--- config.mk ---
export PLATFORM = sky130hd
export DESIGN_NAME = mtask_power_ctrl
export DESIGN_NICKNAME = d
export VERILOG_FILES = /design/src/rtl/mtp_pkg.sv /design/src/rtl/mtp_event_bank.sv /design/src/rtl/mtp_guard.sv /design/src/rtl/mtp_status_bank.sv /design/src/rtl/mtask_power_ctrl.sv
export SDC_FILE = /design/constraint.sdc
export NUM_CORES = 1
export LEC_CHECK = 0
export BUFFER_PORTS_ARGS = -buffer_cell sky130_fd_sc_hd__buf_2
export CAP_MARGIN = 20
export CORE_AREA = 2 2 39 41
export DETAILED_ROUTE_END_ITERATION = 10
export DIE_AREA = 0 0 41 43
export GPL_TIMING_DRIVEN = 0
export PLACE_DENSITY = 0.76
export SLEW_MARGIN = 20
export SYNTH_ARGS = -nofsm -noshare
export SYNTH_HDL_FRONTEND = slang
export SYNTH_HIERARCHICAL = 1
export SYNTH_SLANG_ARGS = --single-unit
--- constraint.sdc ---
create_clock -name clk -period 1.1 [get_ports clk]
set_input_delay 0.055 -clock clk [delete_from_list [all_inputs] [get_ports clk]]
set_output_delay 0.055 -clock clk [all_outputs]
set_load 0.05 [all_outputs]
--- src/rtl/mtp_pkg.sv ---
package mtp_pkg;
  typedef enum logic {
    CMB_ANY = 1'b0,
    CMB_ALL = 1'b1
  } combine_e;
endpackage

--- src/rtl/mtp_event_bank.sv ---
module mtp_event_bank #(
  parameter int unsigned NE = 6
) (
  input  logic          clk,
  input  logic          rst,
  input  logic [NE-1:0] evt_in,
  input  logic [NE-1:0] consume,
  output logic [NE-1:0] evt_q
);
  // Arrival has priority over consumption in the same cycle.
  always_ff @(posedge clk) begin
    if (rst) evt_q <= '0;
    else     evt_q <= (evt_q & ~consume) | evt_in;
  end
endmodule

--- src/rtl/mtp_guard.sv ---
module mtp_guard
  import mtp_pkg::*;
#(
  parameter int unsigned          NT          = 4,
  parameter int unsigned          NE          = 6,
  parameter logic [NT*NE-1:0]     EVT_MASK    = '0,
  parameter logic [NT-1:0]        COMBINE_AND = '0,
  parameter logic [NT*NT-1:0]     MEM_CONF    = '0,
  parameter logic [NT*NT-1:0]     IO_CONF     = '0
) (
  input  logic [NE-1:0] evt_q,
  input  logic [NT-1:0] stat_q,
  output logic [NT-1:0] cfg_true,
  output logic [NT-1:0] grant
);
  function automatic logic [NT*NT-1:0] merge_sym(input logic [NT*NT-1:0] a,
                                                 input logic [NT*NT-1:0] b);
    logic [NT*NT-1:0] r;
    r = '0;
    for (int i = 0; i < int'(NT); i++)
      for (int j = 0; j < int'(NT); j++)
        if (i != j)
          r[i*NT+j] = a[i*NT+j] | a[j*NT+i] | b[i*NT+j] | b[j*NT+i];
    return r;
  endfunction

  localparam logic [NT*NT-1:0] CONF_ALL = merge_sym(MEM_CONF, IO_CONF);

  for (genvar t = 0; t < NT; t++) begin : g_cfg
    localparam logic [NE-1:0] MASK = EVT_MASK[t*NE +: NE];
    localparam combine_e      MODE = combine_e'(COMBINE_AND[t]);
    if (MODE == CMB_ALL) begin : g_all
      assign cfg_true[t] = (MASK != '0) && ((evt_q & MASK) == MASK);
    end else begin : g_any
      assign cfg_true[t] = |(evt_q & MASK);
    end
  end

  // A task is granted when its condition holds, it is idle, no conflicting
  // task is powered, and no lower-indexed conflicting task is also ready.
  always_comb begin
    grant = '0;
    for (int t = 0; t < int'(NT); t++) begin
      logic blocked;
      blocked = 1'b0;
      for (int m = 0; m < int'(NT); m++) begin
        if (m != t && CONF_ALL[t*NT+m]) begin
          if (stat_q[m]) blocked = 1'b1;
          if (m < t && cfg_true[m]) blocked = 1'b1;
        end
      end
      grant[t] = cfg_true[t] & ~stat_q[t] & ~blocked;
    end
  end
endmodule

--- src/rtl/mtp_status_bank.sv ---
module mtp_status_bank #(
  parameter int unsigned      NT        = 4,
  parameter int unsigned      NE        = 6,
  parameter logic [NT*NE-1:0] EVT_MASK  = '0,
  parameter logic [NT-1:0]    MEM_USERS = '0
) (
  input  logic          clk,
  input  logic          rst,
  input  logic [NT-1:0] grant,
  input  logic [NT-1:0] done,
  output logic [NT-1:0] stat_q,
  output logic          mem_q,
  output logic [NE-1:0] consume
);
  logic [NT-1:0] stat_d;
  logic [NT-1:0] finish;

  assign finish = done & stat_q;
  assign stat_d = (stat_q & ~finish) | grant;

  always_comb begin
    consume = '0;
    for (int t = 0; t < int'(NT); t++)
      if (finish[t]) consume = consume | EVT_MASK[t*NE +: NE];
  end

  always_ff @(posedge clk) begin
    if (rst) begin
      stat_q <= '0;
      mem_q  <= 1'b0;
    end else begin
      stat_q <= stat_d;
      mem_q  <= |(stat_d & MEM_USERS);
    end
  end
endmodule

--- src/rtl/mtask_power_ctrl.sv ---
module mtask_power_ctrl #(
  parameter int unsigned      NT          = 4,
  parameter int unsigned      NE          = 6,
  parameter logic [NT*NE-1:0] EVT_MASK    = 24'b110000_001000_000110_000001,
  parameter logic [NT-1:0]    COMBINE_AND = 4'b0010,
  parameter logic [NT*NT-1:0] MEM_CONF    = 16'h0012,
  parameter logic [NT*NT-1:0] IO_CONF     = 16'h4800,
  parameter logic [NT-1:0]    MEM_USERS   = 4'b0111
) (
  input  logic          clk,
  input  logic          rst,
  input  logic [NE-1:0] evt_in,
  input  logic [NT-1:0] task_done,
  output logic [NT-1:0] task_pwr_en,
  output logic          mem_pwr_en
);
  logic [NE-1:0] evt_q;
  logic [NE-1:0] consume;
  logic [NT-1:0] cfg_true;
  logic [NT-1:0] grant;
  logic [NT-1:0] stat_q;
  logic          mem_q;

  mtp_event_bank #(.NE(NE)) evt_i (
    .clk(clk), .rst(rst), .evt_in(evt_in), .consume(consume), .evt_q(evt_q)
  );

  mtp_guard #(
    .NT(NT), .NE(NE), .EVT_MASK(EVT_MASK), .COMBINE_AND(COMBINE_AND),
    .MEM_CONF(MEM_CONF), .IO_CONF(IO_CONF)
  ) guard_i (
    .evt_q(evt_q), .stat_q(stat_q), .cfg_true(cfg_true), .grant(grant)
  );

  mtp_status_bank #(
    .NT(NT), .NE(NE), .EVT_MASK(EVT_MASK), .MEM_USERS(MEM_USERS)
  ) stat_i (
    .clk(clk), .rst(rst), .grant(grant), .done(task_done),
    .stat_q(stat_q), .mem_q(mem_q), .consume(consume)
  );

  assign task_pwr_en = stat_q;
  assign mem_pwr_en  = mem_q;
endmodule

==> results_dict.tcl <==
set metrics [dict create \
    grt_pass1_wl_um 1260 \
    hold_violations 0 \
    cts_root_buffer "clkbuf_4" \
    crit_path_top_delay_cell "dfxtp_2" \
    cap_violations 0 \
    clkTransAtPathRegs_ns 0.07 \
    ctsLongestPathBuffers 2 \
    vias 387 \
    ios 17 \
    syn2layout_area_growth_pct 24.2 \
    pwr-share-seq 0.505 \
    period_minus_slack_ns 0.990 \
    clock-skew-final_ns 0.000834 \
    multi_input_area_um2 269 \
    powerDensity_nw_per_um2 1390 \
    drt_first_iter_violations 1 \
    rsz0062_at_grt "false" \
    critPathKind "reg -> out" \
    post_drt_wl_per_cell_um 8.81 \
    antenna_cells 0 \
    cp.arrival_ns 0.94 \
    slew_violations 0 \
    netlist_instances 54 \
    cp_slowest_stage_delay_ns 0.39 \
    rows 14 \
    portBuffers 16 \
    p_int_mw 0.662 \
    peakVddDrop_mv 0.508 \
    cp_top_family "flip-flops" \
    crit_chain "buf_2" \
    clock_latency_ns 0.27 \
    setup_viol 0 \
    grt_max_degree 12 \
    layout-drive-gt1-share 0.514 \
    gr-total-overflow 0 \
    start_util 0.392 \
    ctsHtreeMaxLevel 1 \
    gp_congestion 0.707 \
    grt_pass1_vias 324 \
    final_nets 87 \
    ctsHoldBuffers 0 \
    dr.pass1.iters 4 \
    viasPerCell 4.30 \
    outcome "complete, no violations" \
    postCtsResizedCells 0 \
    drc 0 \
    synthesis.area_um2 542 \
    antenna_left 0 \
    power_leakage_nw 0.328 \
    dieArea_um2 1760 \
    worstMarginPinSlew_ns 0.250 \
    fin_crit_sh 0.900 \
    cts_num_sinks 11 \
    slew_headroom 0.835 \
    path_buf_inv 1 \
    fp.dieH_um 43 \
    end_kind "primary output" \
    holdCritPathClass "in -> reg" \
    critPathRequiredTime_ns 1.04 \
    postSynthAreaPerCell_um2 10.0 \
    antenna_found_initial 0 \
    track_usage 0.109 \
    wl_um 793 \
    numCtsBuffers 3 \
    cp_max_fo 5 \
    tritoncts "done" \
    switchingPower_mw 0.270 \
    cts_setup_buffers 0 \
    clkPwrFrac 0.292 \
    fin_setup_tns_ns 0 \
    die_w_um 41 \
    fin_hold_ws_ns 0.0137 \
    comb_power_share 0.204 \
    core_area_um2 1380 \
    synth_nets 66 \
    fmax_mhz 1010 \
    seq_area_um2 225 \
    netSwitchingFraction 0.290 \
    hpwl_um 622 \
    num-fill-cells 139 \
    critPathLaunchType "flip-flop" \
    yosys_warnings 6 \
]
[metal layers]
metal / wire [µm] / vias to the layer above / share of wire / track usage
met4: 18 / 0 / 0.023 / 0.100
met2: 376 / 11 / 0.47 / 0.138
met3: 24 / 2 / 0.030 / 0.0314
li1: - / 211 / - / -
met1: 374 / 163 / 0.47 / 0.140
met5: 0 / - / 0 / 0
[placed cells by master (no fill, tap or decap)]
master	instances
a21oi_2	3
a21oi_1	7
and2_2	1
a31oi_1	1
inv_1	10
nor2_1	4
buf_2	16
and2_1	4
buf_4	2
nor4b_4	2
or2_4	1
nand2b_4	6
dfxtp_1	7
clkbuf_4	3
nor3b_1	2
clkbuf_1	1
dfxtp_2	4
[power by group through the flow]
stage               Combinational [mW]  Sequential (mW)  Clock, mW
global route                     0.207            0.475      0.305
global placement                 0.188            0.479          0
finish                           0.190            0.471      0.272
floorplan                       0.0912            0.529          0
CTS                              0.192            0.471      0.289
detailed placement               0.192            0.481          0
[metrics by stage]
step	utilization	setup slack, ns	power, mW	std cells	cell area, µm²
global placement	0.467	0.139	0.668	86	647
global route	0.486	0.0531	0.987	90	673
floorplan	-	0.0295	0.620	54	547
CTS	0.486	0.0947	0.952	90	673
detailed placement	0.467	0.129	0.672	86	647
finish	0.486	0.110	0.933	90	673
[cell type report]
cell class,count,area share
buffer,2,0.0223
clock buffer,4,0.0390
sequential,11,0.335
timing repair buffer,16,0.119
tap,16,0.0297
multi-input combinational,31,0.400
inverter,10,0.0558
[path summary, 6_finish.rpt]
path | from | cells after the start | endpoint | slack, ns
max reg2reg | evt_i/evt_q[0] | 3 | stat_i/mem_q | 0.12
min | evt_in[1] | 3 | evt_i/evt_q[1] | 0.01
max | stat_i/stat_q[0] | 1 | task_pwr_en[0] | 0.11
min reg2reg | evt_i/evt_q[1] | 2 | evt_i/evt_q[1] | 0.49
[state kept, by name, indices dropped and copies added (netlist names)]
signal         cells
stat_i/stat_q      4
evt_i/evt_q        6
stat_i/mem_q       1
Note: power is estimated with default switching activity, not from simulation.
